$ cat src/rtl/ttw_pkg.sv
package ttw_pkg;
  typedef enum logic [1:0] {
    FAULT_NONE = 2'd0,
    FAULT_L1   = 2'd1,
    FAULT_L2   = 2'd2,
    FAULT_PERM = 2'd3
  } fault_e;

  // strobes from control to datapath
  typedef struct packed {
    logic capture;     // latch request
    logic resHit;      // answer from stored mapping
    logic resL1Fault;  // answer with first-level fault
    logic l1Load;      // take second-level table base from rdData
    logic resL2;       // answer from second-level descriptor
  } strobe_t;

  localparam int DESC_W     = 64;
  localparam int BIT_CACHE  = 3;
  localparam int BIT_PXN    = 53;
  localparam logic [1:0] TYPE_TABLE = 2'b11;
  localparam logic [1:0] TYPE_BLOCK = 2'b01;
endpackage

$ cat src/rtl/ttwCtrl.sv
module ttwCtrl
  import ttw_pkg::*;
(
  input  logic    clk,
  input  logic    rstN,
  input  logic    req,
  input  logic    rdValid,
  input  logic    hitNow,
  input  logic    baseBad,
  input  logic    l1Table,
  output strobe_t stb,
  output logic    rdReq,
  output logic    l2Phase,
  output logic    ack
);
  typedef enum logic [1:0] {S_IDLE, S_RD1, S_RD2, S_DONE} state_e;
  state_e state, nextState;

  always_comb begin
    nextState = state;
    stb = '0;
    unique case (state)
      S_IDLE: if (req) begin
        stb.capture = 1'b1;
        if (hitNow) begin
          stb.resHit = 1'b1;
          nextState  = S_DONE;
        end else if (baseBad) begin
          stb.resL1Fault = 1'b1;
          nextState      = S_DONE;
        end else begin
          nextState = S_RD1;
        end
      end
      S_RD1: if (rdValid) begin
        if (l1Table) begin
          stb.l1Load = 1'b1;
          nextState  = S_RD2;
        end else begin
          stb.resL1Fault = 1'b1;
          nextState      = S_DONE;
        end
      end
      S_RD2: if (rdValid) begin
        stb.resL2 = 1'b1;
        nextState = S_DONE;
      end
      S_DONE: nextState = S_IDLE;
      default: nextState = S_IDLE;
    endcase
  end

  always_ff @(posedge clk or negedge rstN) begin
    if (!rstN) state <= S_IDLE;
    else       state <= nextState;
  end

  assign rdReq   = (state == S_RD1) || (state == S_RD2);
  assign l2Phase = (state == S_RD2);
  assign ack     = (state == S_DONE);
endmodule

$ cat src/rtl/ttwDatapath.sv
module ttwDatapath
  import ttw_pkg::*;
#(
  parameter int VA_W       = 32,
  parameter int PA_W       = 40,
  parameter int L1_BITS    = 2,
  parameter int L2_BITS    = 9,
  parameter int BLOCK_BITS = 21
) (
  input  logic              clk,
  input  logic              rstN,
  input  strobe_t           stb,
  input  logic              l2Phase,
  input  logic              baseWe,
  input  logic [DESC_W-1:0] baseIn,
  input  logic              flush,
  input  logic [VA_W-1:0]   reqVa,
  input  logic              reqPrivFetch,
  input  logic [DESC_W-1:0] rdData,
  output logic              hitNow,
  output logic              baseBad,
  output logic              l1Table,
  output logic [PA_W-1:0]   rdAddr,
  output logic [PA_W-1:0]   respPa,
  output logic              respCache,
  output logic              respPxn,
  output logic [1:0]        respFault
);
  localparam int ENTRY_SH = 3;
  localparam int L1_ALIGN = L1_BITS + ENTRY_SH;
  localparam int L2_ALIGN = L2_BITS + ENTRY_SH;
  localparam int TAG_W    = VA_W - BLOCK_BITS;
  localparam int PAHI_W   = PA_W - BLOCK_BITS;

  logic [DESC_W-1:0]      baseReg;
  logic [VA_W-1:0]        vaReg;
  logic                   fetchReg;
  logic [PA_W-L2_ALIGN-1:0] l2Base;

  logic              hitValid;
  logic [TAG_W-1:0]  hitTag;
  logic [PAHI_W-1:0] hitPaHi;
  logic              hitCache;
  logic              hitPxn;

  logic l2Block;
  logic clearHit;

  assign baseBad  = |baseReg[DESC_W-1:PA_W];
  assign l1Table  = (rdData[1:0] == TYPE_TABLE);
  assign l2Block  = (rdData[1:0] == TYPE_BLOCK);
  assign hitNow   = hitValid && (reqVa[VA_W-1:BLOCK_BITS] == hitTag);
  assign clearHit = flush || baseWe;

  always_comb begin
    if (l2Phase)
      rdAddr = {l2Base, vaReg[BLOCK_BITS +: L2_BITS], {ENTRY_SH{1'b0}}};
    else
      rdAddr = {baseReg[PA_W-1:L1_ALIGN], vaReg[VA_W-1 -: L1_BITS], {ENTRY_SH{1'b0}}};
  end

  always_ff @(posedge clk or negedge rstN) begin
    if (!rstN) begin
      baseReg  <= '0;
      vaReg    <= '0;
      fetchReg <= 1'b0;
      l2Base   <= '0;
    end else begin
      if (baseWe)      baseReg <= baseIn;
      if (stb.capture) begin
        vaReg    <= reqVa;
        fetchReg <= reqPrivFetch;
      end
      if (stb.l1Load)  l2Base <= rdData[PA_W-1:L2_ALIGN];
    end
  end

  // stored mapping
  always_ff @(posedge clk or negedge rstN) begin
    if (!rstN) begin
      hitValid <= 1'b0;
      hitTag   <= '0;
      hitPaHi  <= '0;
      hitCache <= 1'b0;
      hitPxn   <= 1'b0;
    end else if (clearHit) begin
      hitValid <= 1'b0;
    end else if (stb.resL2 && l2Block) begin
      hitValid <= 1'b1;
      hitTag   <= vaReg[VA_W-1:BLOCK_BITS];
      hitPaHi  <= rdData[PA_W-1:BLOCK_BITS];
      hitCache <= rdData[BIT_CACHE];
      hitPxn   <= rdData[BIT_PXN];
    end
  end

  // response register
  always_ff @(posedge clk or negedge rstN) begin
    if (!rstN) begin
      respPa    <= '0;
      respCache <= 1'b0;
      respPxn   <= 1'b0;
      respFault <= FAULT_NONE;
    end else if (stb.resHit) begin
      if (hitPxn && reqPrivFetch) begin
        respPa    <= '0;
        respCache <= 1'b0;
        respPxn   <= 1'b0;
        respFault <= FAULT_PERM;
      end else begin
        respPa    <= {hitPaHi, reqVa[BLOCK_BITS-1:0]};
        respCache <= hitCache;
        respPxn   <= hitPxn;
        respFault <= FAULT_NONE;
      end
    end else if (stb.resL1Fault) begin
      respPa    <= '0;
      respCache <= 1'b0;
      respPxn   <= 1'b0;
      respFault <= FAULT_L1;
    end else if (stb.resL2) begin
      if (!l2Block) begin
        respPa    <= '0;
        respCache <= 1'b0;
        respPxn   <= 1'b0;
        respFault <= FAULT_L2;
      end else if (rdData[BIT_PXN] && fetchReg) begin
        respPa    <= '0;
        respCache <= 1'b0;
        respPxn   <= 1'b0;
        respFault <= FAULT_PERM;
      end else begin
        respPa    <= {rdData[PA_W-1:BLOCK_BITS], vaReg[BLOCK_BITS-1:0]};
        respCache <= rdData[BIT_CACHE];
        respPxn   <= rdData[BIT_PXN];
        respFault <= FAULT_NONE;
      end
    end
  end
endmodule

$ cat src/rtl/ttWalker.sv
module ttWalker
  import ttw_pkg::*;
#(
  parameter int VA_W       = 32,
  parameter int PA_W       = 40,
  parameter int L1_BITS    = 2,
  parameter int L2_BITS    = 9,
  parameter int BLOCK_BITS = 21
) (
  input  logic              clk,
  input  logic              rstN,
  input  logic              baseWe,
  input  logic [63:0]       baseIn,
  input  logic              flush,
  input  logic              req,
  input  logic [VA_W-1:0]   reqVa,
  input  logic              reqPrivFetch,
  output logic              ack,
  output logic [PA_W-1:0]   respPa,
  output logic              respCache,
  output logic              respPxn,
  output logic [1:0]        respFault,
  output logic              rdReq,
  output logic [PA_W-1:0]   rdAddr,
  input  logic              rdValid,
  input  logic [63:0]       rdData
);
  strobe_t stb;
  logic hitNow, baseBad, l1Table, l2Phase;

  ttwCtrl uCtrl (
    .clk(clk), .rstN(rstN), .req(req), .rdValid(rdValid),
    .hitNow(hitNow), .baseBad(baseBad), .l1Table(l1Table),
    .stb(stb), .rdReq(rdReq), .l2Phase(l2Phase), .ack(ack)
  );

  ttwDatapath #(
    .VA_W(VA_W), .PA_W(PA_W), .L1_BITS(L1_BITS),
    .L2_BITS(L2_BITS), .BLOCK_BITS(BLOCK_BITS)
  ) uDp (
    .clk(clk), .rstN(rstN), .stb(stb), .l2Phase(l2Phase),
    .baseWe(baseWe), .baseIn(baseIn), .flush(flush),
    .reqVa(reqVa), .reqPrivFetch(reqPrivFetch), .rdData(rdData),
    .hitNow(hitNow), .baseBad(baseBad), .l1Table(l1Table),
    .rdAddr(rdAddr), .respPa(respPa), .respCache(respCache),
    .respPxn(respPxn), .respFault(respFault)
  );
endmodule

$ cat config.mk
export PLATFORM = sky130hd
export DESIGN_NAME = ttWalker
export DESIGN_NICKNAME = d
export VERILOG_FILES = /design/src/rtl/ttw_pkg.sv /design/src/rtl/ttwCtrl.sv /design/src/rtl/ttwDatapath.sv /design/src/rtl/ttWalker.sv
export SDC_FILE = /design/constraint.sdc
export NUM_CORES = 1
export LEC_CHECK = 0
export BUFFER_PORTS_ARGS = -buffer_cell sky130_fd_sc_hd__buf_2
export CORE_ASPECT_RATIO = 0.8
export CORE_MARGIN = 4
export CORE_UTILIZATION = 51
export CTS_BUF_LIST = sky130_fd_sc_hd__clkbuf_16
export CTS_CLUSTER_SIZE = 16
export DETAILED_ROUTE_END_ITERATION = 8
export PLACE_DENSITY = 0.8
export SETUP_SLACK_MARGIN = 0.15
export SLEW_MARGIN = 20
export SYNTH_ARGS = -nofsm -noshare
export SYNTH_HDL_FRONTEND = slang
export SYNTH_SLANG_ARGS = --single-unit
$ cat constraint.sdc
create_clock -name clk -period 4.6 [get_ports clk]
set_input_delay 0.69 -clock clk [delete_from_list [all_inputs] [get_ports clk]]
set_output_delay 0.69 -clock clk [all_outputs]
set_load 0.05 [all_outputs]
* Word level (Yosys, flattened, before mapping) *
Cells that the tools add are included.

operators by class
  equal/unequal tests = 9
  muxes and demuxes = 46
  bitwise logic cells = 1
  reductions and logical operators = 12

operator list
  kind                  count
  $mux W40              7
  $mux W2               13
  $reduce_or A24 Y1     1
  $mux W1               23
  $eq A11 B11 Y1        1
  $pmux W2 S4           1
  $eq A2 B2 Y1 const B  3
  $ne A2 B2 Y1 const B  3
  $eq A2 B1 Y1 const B  2
  $logic_and A1 B1 Y1   4
  $mux W3               1
  $reduce_and A3 Y1     1
  $reduce_bool A3 Y1    1
  $logic_not A2 Y1      1
  $logic_or A1 B1 Y1    2
  $pmux W1 S2           1
  $reduce_and A2 Y1     1
  $reduce_bool A2 Y1    1
  $not A1 Y1            1

word-level totals
  register bits after elaboration = 204
  input port bits = 167
  output and inout port bits = 86
  logic and storage cells = 82

* Longest topological paths before layout *
  word-level depth = 7
  gate-level depth with buffers = 9

* Cells and area by module *
A second synthesis with hierarchy kept.

unflattened totals
  cell total of the unflattened synthesis = 627
  area total of the unflattened synthesis = 8607.0 µm²

modules (own cells, without submodules)
  module       times used  cells each  area an instance (µm²)  sequential area each (µm²)
  ttwDatapath  1           600         8366.8                  4929.7
  ttwCtrl      1           27          240.2                   50.0

* Worst setup path after synthesis *
OpenSTA, ideal clock, no wires.

  path type = register to output
  from = register uCtrl.state[0]
  to = output port rdAddr[10]
  data arrival time = 1.878 ns
  required time = 3.910 ns
  path slack = 2.032 ns
  cell stages (with the launch flop) = 6
  cells stage by stage = dfrtp_1 > inv_1 > ha_1 > buf_1 > clkbuf_1 > mux2_2

on the way
  longest elaborated chain between the ends = 2

ends and longest elaborated chain
  item                      RTL line           text
  start: declaration        ttwCtrl.sv:17      state_e state, nextState;
  start signal: assignment  ttwCtrl.sv:55      else state <= nextState;
  $eq A2 B2 Y1              ttwCtrl.sv:59      assign l2Phase = (state == S_RD2);
  $mux W40                  ttwDatapath.sv:56  if (l2Phase)
  end: declaration          ttWalker.sv:24     output logic [PA_W-1:0] rdAddr,

No other way between the ends.

* Worst setup path after layout *
  from = register uCtrl.state[0]
  to = output port rdAddr[30]

The elaborated chain is that of the path after synthesis.

==> results_dict.tcl <==
set metrics [dict create \
    whs_ps 353 \
    groute.usage.overall_pct 21.4 \
    cts.sinks 199 \
    ios 253 \
    cts_hold_buf 0 \
    synth_area_per_cell_um2 12.0 \
    cts_setup_buffers 0 \
    setup_ws_ps 1650 \
    worst_ep_required_time_ps 3910 \
    ir_worst_vdd_mv 0.338 \
    cp-startpoint "uCtrl.state[0]" \
    power_density_nw_per_um2 733 \
    ys_seq_elements 199 \
    root_buffer "clkbuf_16" \
    synth.largest_area_cell "dfrtp_1" \
    ff2ff_setup_slack_ps 2060 \
    worst_pin_slew_ps 990 \
    synthTopCellsByCount "dfrtp_1, mux2_2, nand2_1" \
    dr_total_vias 6436 \
    totalWireLength_mm 21.1 \
    hold_violations 0 \
    fin_crit_ps 2950 \
    cts_tree "built" \
    cp.arrival_ps 2260 \
    path_buf_inv 2 \
    drive_above_1_share_pct 46.0 \
    area_growth_pct 20.6 \
    clk_latency_ps 420 \
    die_x_um 156 \
    port_buffers 212 \
    antenna_found_initial 2 \
    synth_top_area_share_pct 55.7 \
    cpLargestDelayFamily "adder cells" \
    post-dp-hpwl_mm 14.1 \
    cp_slowest_cell "ha_4" \
    critPathKind "reg -> out" \
    crit_path_max_fanout 41 \
    overflow 0 \
    crit_chain "inv_1 -> ha_4 -> mux2_2 -> buf_2" \
    grt_setup_unrepaired "no" \
    skew_ps 11.6 \
    grt_pass1_wl_mm 33.9 \
    grt_max_degree 103 \
    fin_nets 1109 \
    fmax_mhz 339 \
    cts_resized 0 \
    final_cells 1177 \
    finalMaxSlewViolations 0 \
    drc 0 \
    timing.rr.end "uDp.l2Base[13]" \
    netlist_instances 747 \
    yosysUniqueCellTypes 33 \
    setup_viol 0 \
    avgViaCountPerCell 5.47 \
    critical_path.startpoint_type "register" \
    fin_crit_sh_pct 64.1 \
    wl_per_cell_um 18.0 \
    slew_headroom_pct 33.8 \
    leakage_nw 5.20 \
    cp-endpoint "rdAddr[30]" \
    worst_path_largest_cell_delay_ps 620 \
    synthArstFlopShare_pct 100 \
    ys_warn_count 0 \
    path_clk_slew_ps 70 \
    critPathCaptureType "output port" \
    hp-class "in -> async" \
    yosysSeqAreaShare_pct 55.7 \
    grt_pass1_vias 6628 \
    yosys-top-cells-area "dfrtp_1, mux2_2, nand2_1" \
    drt_iter0_drc 223 \
    core_um2 17300 \
    finalSetupTns_ps 0 \
    die_y_um 126 \
    synth_area_um2 8940 \
    synth_edf_count 0 \
    htreeDepth 4 \
    place_ws_ps 1630 \
    outcome "completed" \
    critical_path_depth 4 \
    clock_path_buffers 2 \
    n_fill_cell 1377 \
    ant_nets 0 \
    synth.most_common_cell "dfrtp_1" \
    initial_core_util_pct 51.8 \
    reg2reg_depth 5 \
    placed_cells 1144 \
    ys.flop_type "dfrtp_1" \
    rows 43 \
    gp_congestion 0.777 \
    cts-buffers-inserted 17 \
    drtPass1Iterations 5 \
    maxCapViolations 0 \
    rr_startpoint "uCtrl.state[1]" \
    dieArea_um2 19700 \
]
cell families (layout without fill, tap and decap cells):
logic type	Yosys count	count (layout)	synth area share (%)
xor+xnor	11	11	1.08
buf+inv	59	261	3.08
compound gates	96	96	8.97
simple gates	220	220	10.8
other cells	1	4	0.0419
fa+ha+maj	4	4	0.560
flops	199	199	55.7
mux	157	157	19.8
metal layers:
layer	track usage (%)	vias up	share of wire, %
li1	-	2997	-
met1	28.5	3184	44
met2	33.9	219	46
met3	6.41	34	7.4
met4	7.05	2	2.3
met5	0	-	0.062
metrics by stage:
step	utilization (%)	total power [mW]	cell area, um^2
2_1_floorplan	-	5.61	8950
3_3_place_gp	58.8	6.32	10200
3_5_place_dp	58.9	6.41	10200
4_1_cts	62.4	7.95	10800
5_1_grt	62.4	8.33	10800
6_report	62.4	7.90	10800
sequential cells by signal (all words and copies together), names as in the netlist, 2 cells and up:
name           flops
uDp.baseReg       59
uDp.respPa        40
uDp.vaReg         32
uDp.l2Base        28
uDp.hitPaHi       19
uDp.hitTag        11
uCtrl.state        2
uDp.respFault      2
worst reg2reg max path, delay by kind of cell (launching register included):
kind	cells	cell delay, ps
and+or+nand+nor	1	790
DFF	1	450
buffers and inverters	2	660
muxes	1	310
adders and majority gates	1	220
area by class of cell:
type	instances	area [um^2]	area share [%]
clock buffer	17	425	3.95
tap	225	282	2.61
inverter	5	18.8	0.174
multi-input combinational	491	3720	34.5
clock inverter	15	178	1.65
antenna	1	2.50	0.0232
timing repair buffer	224	1170	10.9
sequential	199	4980	46.2
cells in the final DEF (no fill, tap or decap), types with 11 or more instances in the layout:
cell	synthesis	routed
nor2_1	28	28
o22a_1	23	23
nor3_1	22	22
a2bb2oi_2	21	21
buf_4	3	11
buf_2	4	211
a21oi_1	43	42
xnor2_1	11	11
dfrtp_1	199	199
nand2_1	127	127
mux2_2	157	157
clkbuf_16	0	17
or3_1	23	22
where the power goes:
part           switching [mW]  leakage, nW  total (mW)  internal, mW
logic                    2.33         2.47        3.61          1.29
registers               0.372         2.44        2.76          2.39
clock network           0.665        0.288        1.53         0.861
how the worst min path moves through the flow:
stage	start	to	slack, ps	cells past startpoint
after floorplan	rstN	uCtrl.state[0]	390	0
final	rstN	uDp.respPa[10]	350	1
after detailed placement	uDp.vaReg[17]	uDp.vaReg[17]	460	2
after global routing	rstN	uDp.respPa[10]	400	1
after global placement	uDp.vaReg[0]	uDp.vaReg[0]	460	2
after CTS	rstN	uDp.respPa[6]	380	1
Note: power is estimated with default switching activity, not from simulation.
